### config.mk
export PLATFORM = sky130hd
export DESIGN_NAME = msg_irq_unit
export DESIGN_NICKNAME = d
export VERILOG_FILES = /design/src/rtl/msg_irq_pkg.sv /design/src/rtl/msg_irq_mbox.sv /design/src/rtl/msg_irq_dbell.sv /design/src/rtl/msg_irq_stat.sv /design/src/rtl/msg_irq_unit.sv
export SDC_FILE = /design/constraint.sdc
export NUM_CORES = 1
export LEC_CHECK = 0
export CAP_MARGIN = 20
export CORE_ASPECT_RATIO = 2
export CORE_MARGIN = 5
export CORE_UTILIZATION = 45
export CTS_BUF_LIST = sky130_fd_sc_hd__clkbuf_8
export CTS_CLUSTER_DIAMETER = 100
export DETAILED_ROUTE_END_ITERATION = 16
export GPL_TIMING_DRIVEN = 0
export PLACE_DENSITY = 0.69
export SLEW_MARGIN = 20
export SYNTH_ARGS = -nofsm -noshare
export SYNTH_HDL_FRONTEND = slang
export SYNTH_SLANG_ARGS = --single-unit
### constraint.sdc
create_clock -name clk_i -period 2.05 [get_ports clk_i]
set_clock_uncertainty 0.1 [all_clocks]
set_input_delay 0.205 -clock clk_i [delete_from_list [all_inputs] [get_ports clk_i]]
set_output_delay 0.205 -clock clk_i [all_outputs]
set_load 0.1 [all_outputs]
### src/rtl/msg_irq_pkg.sv
package msg_irq_pkg;
  localparam int unsigned IB_MSG_BASE = 'h050;
  localparam int unsigned OB_MSG_BASE = 'h058;
  localparam int unsigned OB_DB_OFF   = 'h060;
  localparam int unsigned IB_DB_OFF   = 'h068;
  localparam int unsigned OB_STAT_OFF = 'h030;
  localparam int unsigned OB_MASK_OFF = 'h034;
  localparam int unsigned IB_STAT_OFF = 'h100;
  localparam int unsigned IB_MASK_OFF = 'h104;
  localparam int unsigned MSG_STRIDE  = 4;
  localparam int unsigned MC_BIT      = 31;

  // status bit positions
  localparam int unsigned ST_MSG0   = 0;
  localparam int unsigned ST_MSG1   = 1;
  localparam int unsigned ST_DB     = 3;
  localparam int unsigned ST_MC     = 4;
  localparam int unsigned ST_PQ_NE  = 5;
  localparam int unsigned ST_PQ_OVF = 7;
  localparam int unsigned ST_FQ_OVF = 8;
  localparam int unsigned STAT_W    = 9;
endpackage

### src/rtl/msg_irq_mbox.sv
module msg_irq_mbox #(
  parameter int unsigned DW   = 32,
  parameter int unsigned NMSG = 2
) (
  input  logic                     clk_i,
  input  logic                     rst_ni,
  input  logic [NMSG-1:0]          we_i,
  input  logic [DW-1:0]            wdata_i,
  output logic [NMSG-1:0][DW-1:0]  q_o
);
  for (genvar i = 0; i < NMSG; i++) begin : g_msg
    always_ff @(posedge clk_i or negedge rst_ni) begin
      if (!rst_ni)      q_o[i] <= '0;
      else if (we_i[i]) q_o[i] <= wdata_i;
    end
  end
endmodule

### src/rtl/msg_irq_dbell.sv
module msg_irq_dbell #(
  parameter int unsigned DW      = 32,
  parameter bit          HAS_SPC = 1'b0,
  parameter int unsigned SPC_BIT = 31
) (
  input  logic          clk_i,
  input  logic          rst_ni,
  input  logic          we_i,
  input  logic [DW-1:0] wdata_i,
  input  logic          clr_i,
  output logic [DW-1:0] q_o,
  output logic          db_evt_o,
  output logic          spc_evt_o
);
  logic [DW-1:0] spc_mask;
  logic [DW-1:0] db_d;

  if (HAS_SPC) begin : g_spc
    assign spc_mask = DW'(1) << SPC_BIT;
  end else begin : g_nospc
    assign spc_mask = '0;
  end

  // clear first, then merge the write: a colliding write survives
  assign db_d      = (clr_i ? '0 : q_o) | (we_i ? wdata_i : '0);
  assign db_evt_o  = we_i && |(db_d & ~spc_mask);
  assign spc_evt_o = we_i && |(wdata_i & spc_mask);

  always_ff @(posedge clk_i or negedge rst_ni) begin
    if (!rst_ni) q_o <= '0;
    else         q_o <= db_d;
  end
endmodule

### src/rtl/msg_irq_stat.sv
module msg_irq_stat #(
  parameter int unsigned W = 9
) (
  input  logic         clk_i,
  input  logic         rst_ni,
  input  logic [W-1:0] set_i,
  input  logic         rd_clr_i,
  input  logic         mask_we_i,
  input  logic [W-1:0] mask_wdata_i,
  output logic [W-1:0] stat_o,
  output logic [W-1:0] mask_o,
  output logic         irq_o
);
  logic [W-1:0] stat_d, mask_d;

  assign stat_d = (rd_clr_i ? '0 : stat_o) | set_i;
  assign mask_d = mask_we_i ? mask_wdata_i : mask_o;

  always_ff @(posedge clk_i or negedge rst_ni) begin
    if (!rst_ni) begin
      stat_o <= '0;
      mask_o <= '0;
      irq_o  <= 1'b0;
    end else begin
      stat_o <= stat_d;
      mask_o <= mask_d;
      irq_o  <= |(stat_d & mask_d);
    end
  end
endmodule

### src/rtl/msg_irq_unit.sv
module msg_irq_unit #(
  parameter int unsigned AW   = 12,
  parameter int unsigned DW   = 32,
  parameter int unsigned NMSG = 2
) (
  input  logic          clk_i,
  input  logic          rst_ni,
  input  logic [AW-1:0] host_addr_i,
  input  logic          host_we_i,
  input  logic [DW-1:0] host_wdata_i,
  input  logic          host_re_i,
  output logic [DW-1:0] host_rdata_o,
  input  logic [AW-1:0] loc_addr_i,
  input  logic          loc_we_i,
  input  logic [DW-1:0] loc_wdata_i,
  input  logic          loc_re_i,
  output logic [DW-1:0] loc_rdata_o,
  input  logic          ib_postq_nempty_i,
  input  logic          ib_postq_ovf_i,
  input  logic          ob_freeq_ovf_i,
  input  logic          ob_postq_nempty_i,
  output logic          host_irq_o,
  output logic          loc_irq_o
);
  import msg_irq_pkg::*;

  localparam int unsigned SW = STAT_W;

  logic [NMSG-1:0]         ib_msg_we, ob_msg_we;
  logic [NMSG-1:0][DW-1:0] ib_msg, ob_msg;
  logic [DW-1:0]           ib_db, ob_db;
  logic                    ib_db_we, ob_db_we, ib_db_clr, ob_db_clr;
  logic                    ib_db_evt, ob_db_evt, ib_mc_evt, ob_spc_unused;
  logic [SW-1:0]           ib_set, ob_set, ib_stat, ob_stat, ib_mask, ob_mask;
  logic                    ib_stat_rd, ob_stat_rd, ib_mask_we, ob_mask_we;
  logic [DW-1:0]           host_rd_d, loc_rd_d;

  function automatic logic hit(input logic [AW-1:0] a, input int unsigned off);
    return a == AW'(off);
  endfunction

  // write decode: host owns inbound writes, local owns outbound writes
  for (genvar i = 0; i < NMSG; i++) begin : g_dec
    assign ib_msg_we[i] = host_we_i && hit(host_addr_i, IB_MSG_BASE + MSG_STRIDE*i);
    assign ob_msg_we[i] = loc_we_i  && hit(loc_addr_i,  OB_MSG_BASE + MSG_STRIDE*i);
  end

  assign ib_db_we   = host_we_i && hit(host_addr_i, IB_DB_OFF);
  assign ob_db_we   = loc_we_i  && hit(loc_addr_i,  OB_DB_OFF);
  assign ib_db_clr  = loc_re_i  && hit(loc_addr_i,  IB_DB_OFF);
  assign ob_db_clr  = host_re_i && hit(host_addr_i, OB_DB_OFF);
  assign ib_stat_rd = loc_re_i  && hit(loc_addr_i,  IB_STAT_OFF);
  assign ob_stat_rd = host_re_i && hit(host_addr_i, OB_STAT_OFF);
  assign ib_mask_we = loc_we_i  && hit(loc_addr_i,  IB_MASK_OFF);
  assign ob_mask_we = host_we_i && hit(host_addr_i, OB_MASK_OFF);

  msg_irq_mbox #(.DW(DW), .NMSG(NMSG)) i_ib_mbox (
    .clk_i(clk_i), .rst_ni(rst_ni), .we_i(ib_msg_we), .wdata_i(host_wdata_i), .q_o(ib_msg));
  msg_irq_mbox #(.DW(DW), .NMSG(NMSG)) i_ob_mbox (
    .clk_i(clk_i), .rst_ni(rst_ni), .we_i(ob_msg_we), .wdata_i(loc_wdata_i), .q_o(ob_msg));

  msg_irq_dbell #(.DW(DW), .HAS_SPC(1'b1), .SPC_BIT(MC_BIT)) i_ib_db (
    .clk_i(clk_i), .rst_ni(rst_ni), .we_i(ib_db_we), .wdata_i(host_wdata_i),
    .clr_i(ib_db_clr), .q_o(ib_db), .db_evt_o(ib_db_evt), .spc_evt_o(ib_mc_evt));
  msg_irq_dbell #(.DW(DW), .HAS_SPC(1'b0), .SPC_BIT(MC_BIT)) i_ob_db (
    .clk_i(clk_i), .rst_ni(rst_ni), .we_i(ob_db_we), .wdata_i(loc_wdata_i),
    .clr_i(ob_db_clr), .q_o(ob_db), .db_evt_o(ob_db_evt), .spc_evt_o(ob_spc_unused));

  always_comb begin
    ib_set = '0;
    ob_set = '0;
    ib_set[ST_MSG0]   = ib_msg_we[0];
    ib_set[ST_MSG1]   = ib_msg_we[1];
    ib_set[ST_DB]     = ib_db_evt;
    ib_set[ST_MC]     = ib_mc_evt;
    ib_set[ST_PQ_NE]  = ib_postq_nempty_i;
    ib_set[ST_PQ_OVF] = ib_postq_ovf_i;
    ib_set[ST_FQ_OVF] = ob_freeq_ovf_i;
    ob_set[ST_MSG0]   = ob_msg_we[0];
    ob_set[ST_MSG1]   = ob_msg_we[1];
    ob_set[ST_DB]     = ob_db_evt;
    ob_set[ST_PQ_NE]  = ob_postq_nempty_i;
  end

  msg_irq_stat #(.W(SW)) i_ib_stat (
    .clk_i(clk_i), .rst_ni(rst_ni), .set_i(ib_set), .rd_clr_i(ib_stat_rd),
    .mask_we_i(ib_mask_we), .mask_wdata_i(loc_wdata_i[SW-1:0]),
    .stat_o(ib_stat), .mask_o(ib_mask), .irq_o(loc_irq_o));
  msg_irq_stat #(.W(SW)) i_ob_stat (
    .clk_i(clk_i), .rst_ni(rst_ni), .set_i(ob_set), .rd_clr_i(ob_stat_rd),
    .mask_we_i(ob_mask_we), .mask_wdata_i(host_wdata_i[SW-1:0]),
    .stat_o(ob_stat), .mask_o(ob_mask), .irq_o(host_irq_o));

  // read muxes
  always_comb begin
    host_rd_d = '0;
    for (int i = 0; i < NMSG; i++)
      if (hit(host_addr_i, OB_MSG_BASE + MSG_STRIDE*i)) host_rd_d = ob_msg[i];
    if (hit(host_addr_i, OB_DB_OFF))   host_rd_d = ob_db;
    if (hit(host_addr_i, OB_STAT_OFF)) host_rd_d = {{(DW-SW){1'b0}}, ob_stat & ob_mask};
    if (hit(host_addr_i, OB_MASK_OFF)) host_rd_d = {{(DW-SW){1'b0}}, ob_mask};
  end

  always_comb begin
    loc_rd_d = '0;
    for (int i = 0; i < NMSG; i++)
      if (hit(loc_addr_i, IB_MSG_BASE + MSG_STRIDE*i)) loc_rd_d = ib_msg[i];
    if (hit(loc_addr_i, IB_DB_OFF))   loc_rd_d = ib_db;
    if (hit(loc_addr_i, IB_STAT_OFF)) loc_rd_d = {{(DW-SW){1'b0}}, ib_stat & ib_mask};
    if (hit(loc_addr_i, IB_MASK_OFF)) loc_rd_d = {{(DW-SW){1'b0}}, ib_mask};
  end

  always_ff @(posedge clk_i or negedge rst_ni) begin
    if (!rst_ni) begin
      host_rdata_o <= '0;
      loc_rdata_o  <= '0;
    end else begin
      if (host_re_i) host_rdata_o <= host_rd_d;
      if (loc_re_i)  loc_rdata_o  <= loc_rd_d;
    end
  end
endmodule

Word-level counts from Yosys, hierarchy flattened
Index checks and enable logic that the tools add are counted.
Operators by class
  eq/ne operators: 16
  multiplexer cells: 18
  bitwise logic cells: 8
  reduce and logical (&&, ||, !) cells: 19
Operators with widths (number)
  $mux 32: 14
  $eq 12x7->1 const B: 12
  $or 32x32->32: 2
  $and 9x9->9: 4
  $mux 9: 4
  $reduce_or 32->1: 1
  $reduce_or 31->1: 1
  $eq 12x6->1 const B: 2
  $eq 12x9->1 const B: 2
  $reduce_or 9->1: 2
  $logic_and 1x1->1: 15
  $or 9x6->9: 1
  $or 9x9->9: 1
Word-level totals
  register bits: 294
  input port bits: 98
  output and inout port bits: 66
  logic and storage cells: 75

Depth between registers and ports, before layout
  depth in word-level cells: 9
  mapped depth: 8
  depth with buffers taken out: 6

Modules after synthesis
From an unflattened synthesis, not the netlist that was laid out.
Unflattened totals
  cell total of the unflattened synthesis: 1108
  area, all modules: 13888.3 um2
Modules (own cells, without submodules)
  msg_irq_mbox: times used 2, cells an instance 136, area each 2690.1 um2, sequential area each 1601.5 um2
  msg_irq_unit: times used 1, cells an instance 463, area each 4304.1 um2, sequential area each 1601.5 um2
  msg_irq_stat: times used 2, cells an instance 53, area each 752.0 um2, sequential area each 475.5 um2
  msg_irq_dbell at i_ob_db: times used 1, cells an instance 160, area each 1413.9 um2, sequential area each 800.8 um2
  msg_irq_dbell at i_ib_db: times used 1, cells an instance 107, area each 1286.2 um2, sequential area each 800.8 um2

Worst setup path before layout
Ideal clock, no wire load.
  kind: input to register
  from: input port host_addr_i[7]
  to: register i_ob_stat.irq_o
  library setup time: 129 ps
  arrival time: 2651 ps
  required time: 1821 ps
  setup slack: -829 ps
  stages: 7
  path buffers: 1
  cells stage by stage: or4b_4 -> buf_6 -> nor4_2 -> mux2_2 -> o2bb2ai_1 -> a221o_1 -> a2111o_1
Between the ends
  elaborated cells between the ends (all ways): 15
RTL lines
  start: declaration: RTL line msg_irq_unit.sv:8  | input logic [AW-1:0] host_addr_i,
  $eq 12x6->1: RTL line msg_irq_unit.sv:39  | return a == AW'(off);
  $logic_and 1x1->1: RTL line msg_irq_unit.sv:55  | assign ob_mask_we = host_we_i && hit(host_addr_i, OB_MASK_OFF);
  $mux 9: RTL line msg_irq_stat.sv:17  | assign mask_d = mask_we_i ? mask_wdata_i : mask_o;
  named net i_ob_stat.mask_d[7]: RTL line msg_irq_stat.sv:14  | logic [W-1:0] stat_d, mask_d;
  $and 9x9->9: RTL line msg_irq_stat.sv:27  | irq_o <= |(stat_d & mask_d);
  $reduce_or 9->1: RTL line msg_irq_stat.sv:27
  end signal: assignment: RTL line msg_irq_stat.sv:27
  end: declaration: RTL line msg_irq_stat.sv:12  | output logic irq_o
The timed path passes the listed nets, and every way through them passes these cells.
A chain may end at the register's enable or synchronous reset.

Worst setup path after layout
  from: input port host_addr_i[11]
  to: register i_ob_stat.irq_o
Between the ends
  elaborated cells between the ends (all ways): 15
RTL lines
  $eq 12x6->1: RTL line msg_irq_unit.sv:39
  $logic_and 1x1->1: RTL line msg_irq_unit.sv:53  | assign ob_stat_rd = host_re_i && hit(host_addr_i, OB_STAT_OFF);
  $mux 9: RTL line msg_irq_stat.sv:16  | assign stat_d = (rd_clr_i ? '0 : stat_o) | set_i;
  $or 9x6->9: RTL line msg_irq_stat.sv:16
  named net i_ob_stat.stat_d[6]: RTL line msg_irq_stat.sv:14
  $and 9x9->9: RTL line msg_irq_stat.sv:27
  $reduce_or 9->1: RTL line msg_irq_stat.sv:27
The timed path passes the listed nets, and every way through them passes these cells.

==> impl_results.md <==
* Grt total ovfl at 0
* Final nets at 1299
* PortBufs at 162
* Routed Wire Length at 36900 um
* Maximum VDD drop at 474 uV
* Warnings from Yosys at 0
* Mapped cell area at 12300 um2
* Mapped Avg Cell Area at 12.7 um2
* Worst Setup Start Kind: input pin
* Initial antenna violation count at 1
* Min-Delay Path Depth at 4
* Die width at 127 um
* RSZ-0062 raised after global routing: true
* Die area at 31000 um2
* Critical path arrival at 2.48 ns
* Detailed Route Iter0 Violations at 696
* M3 GR Usage at 0.0334
* Setup violations, final at 31
* ANT nets after route at 0
* Worst endpoint required time at 2.40 ns
* Outcome: complete, but fails checks
* Final critical-path share of the clock period at 1.04
* Post-synthesis register bit count at 294
* Crit-path max FO at 5
* Path depth of the worst reg2reg path at 6
* Final min period at 2.13 ns
* Placed Cells at 1481
* DRC Markers at 0
* DR vias at 9332
* HPWL Detailed at 27100 um
* Max clock buf depth at 3
* Post-synthesis sequential area ratio at 0.596
* CP Capture Type: flop
* Final hold violation count at 0
* Dpl cell area at 14600 um2
* First-pass GRT wire length at 56900 um
* Root buf cell: clkbuf_8
* Layout area overhead at 29.5%
* Gr busiest metal: met2
* Power Total at 12.2 mW
* Hold WC Path Type: input pin to flop
* H-tree depth at 2
* Slew Viols, Final at 0
* Largest net degree at the start of global routing at 97
* Chip height at 244 um
* Clock latency on the worst-skew pair at 0.57 ns
* Final core utilization at 0.592
* Final WS setup at -0.0786 ns
* Finished Layout Cells at 1580
* Clock Sinks at 294
* GRT Total Usage at 0.236
* Library cells used by synthesis at 47
* Core area at 27000 um2
* WHS at 0.0263 ns
* Max-Cap Viols at 0
* Vias in the first global route at 10172
* Vias per cell at 5.91
* CTS tree: yes
* WS Path Type: input pin to flop
* WL/cell at 23.4 um
* Ports at 164
* Clk slew on worst S/H paths at 0.07 ns
* Post-route cell area at 16000 um2
* Leakage at 7.44 nW
* Met2 track demand over resource at 0.451
* # rows at 85
* Share of layout cells above drive strength 1 at 0.314
* Synth Net Count at 1066
* 1st-pass router iterations at 6
* Power per cell area at 761 nW/um2
* Grt met1 use at 0.242
* CTS buffer count at 43
* Fraction of registers with async set/reset at 1.00
* Slew @ Worst Pin at 0.960 ns
* Ys flop type: dfrtp_1
* Failing checks: setup timing
* Gate Count Post-Synth at 968
* GP Congestion at 0.886
* EDFF count, synth at 0
* Fmax at 470 MHz
* Slew headroom at 0.362
* Starting Density at 0.457
critical path, cell delays in order:
cell and delay [ns]:
buf_6 0.09, or4b_4 0.59, or4_4 0.62, buf_6 0.16
and2_1 0.16, a22o_1 0.23, a2111o_1 0.42
layout make-up:
type | instances | area [um2]
Fill cell | 2272 | 11000
Sequential cell | 294 | 7360
Multi-Input combinational cell | 601 | 5010
Timing Repair Buffer | 193 | 2010
Clock buffer | 56 | 771
Tap cell | 348 | 435
Buffer | 62 | 292
Clock inverter | 19 | 86.3
Inverter | 6 | 22.5
Antenna cell | 1 | 2.50
cell usage after synthesis (all sizes together), types with 2 or more instances:
cell type	number	area, um2
o211ai	18	135
nor4	37	259
dfrtp	294	7360
a22o	69	604
and3	2	12.5
mux2i	34	340
a222oi	32	320
a21oi	76	380
a21boi	2	15.0
nor3	2	10.0
or4b	6	63.8
or4	4	37.5
mux2	144	1620
or3b	2	17.5
nor4bb	2	20.0
nand3	2	10.0
a21o	5	37.5
nor4b	4	35.0
and2	7	46.3
o2111ai	3	26.3
o21a	2	15.0
nand4	11	68.8
a22oi	2	15.0
clkbuf	62	233
inv	6	22.5
o21ai	2	10.0
a31oi	16	100
a221oi	2	17.5
buf	5	42.5
or3	3	18.8
nand2	9	33.8
nor2	98	368
timing repair:
action	CTS	global route
endpoints found under the setup margin	324	89
hold buffers	2	0
pin swaps	21	14
endpoints found under the hold margin	106	0
gates cloned	1	0
gates resized for setup	292	41
buffers inserted	20	5
metal layers:
layer  up-vias  wire length, um  share of wire
li1       4142                -              -
met1      4781            12400           0.33
met2       320            21000           0.57
met3        89             1680          0.046
met4         0             1900          0.051
met5         -                0              0
sequential cells by signal, indices dropped and copies added, names as in the netlist:
register / count
i_ob_stat.irq_o: 1
i_ob_db.q_o: 32
i_ob_stat.mask_o: 9
i_ib_stat.irq_o: 1
i_ob_stat.stat_o: 9
i_ib_stat.stat_o: 9
host_rdata_o: 32
i_ib_db.q_o: 32
i_ib_mbox.q_o: 64
i_ib_stat.mask_o: 9
i_ob_mbox.q_o: 64
loc_rdata_o: 32
placed cells by master, fill, tap and decap left out, types with 34 or more instances in the layout:
cell type / n
a21oi_1: 76
a22o_1: 69
clkbuf_1: 37
clkbuf_8: 58
clkdlybuf4s15_2: 66
clkdlybuf4s50_1: 73
dfrtp_1: 294
mux2_2: 139
mux2i_1: 34
nor2_1: 98
stage by stage:
step	TNS, ns	worst slack [ns]
after floorplan	-10.91	-0.415
after global placement	-3723.88	-11.77
after detailed placement	-273.03	-1.45
after CTS	-0.224	-0.113
after global routing	-0.397	-0.0960
final	-0.436	-0.0786
kinds of logic after synthesis:
logic type	after synthesis	share of synthesized area
buf+inv	73	0.0241
mux	178	0.159
simple gates	191	0.0823
flops	294	0.596
compound gates	232	0.138
power breakdown:
group / leakage [nW] / switching (mW) / internal [mW]
clock: 0.484 / 2.24 / 2.44
combinational: 2.96 / 1.10 / 0.402
sequential: 3.99 / 0.0711 / 5.91
final timing paths:
check / start / to / slack (ns)
worst min register to register: host_rdata_o[5] / host_rdata_o[5] / 0.38
worst min-delay path: loc_addr_i[4] / loc_rdata_o[3] / 0.03
min in group asynchronous: rst_ni / i_ib_mbox.q_o[17] / 0.07
worst max register to register: i_ob_db.q_o[30] / i_ob_stat.irq_o / -0.04
worst max-delay path: host_addr_i[11] / i_ob_stat.irq_o / -0.08
max in group asynchronous: rst_ni / i_ob_stat.mask_o[3] / 0.41
(Power assumes the default switching activity.)
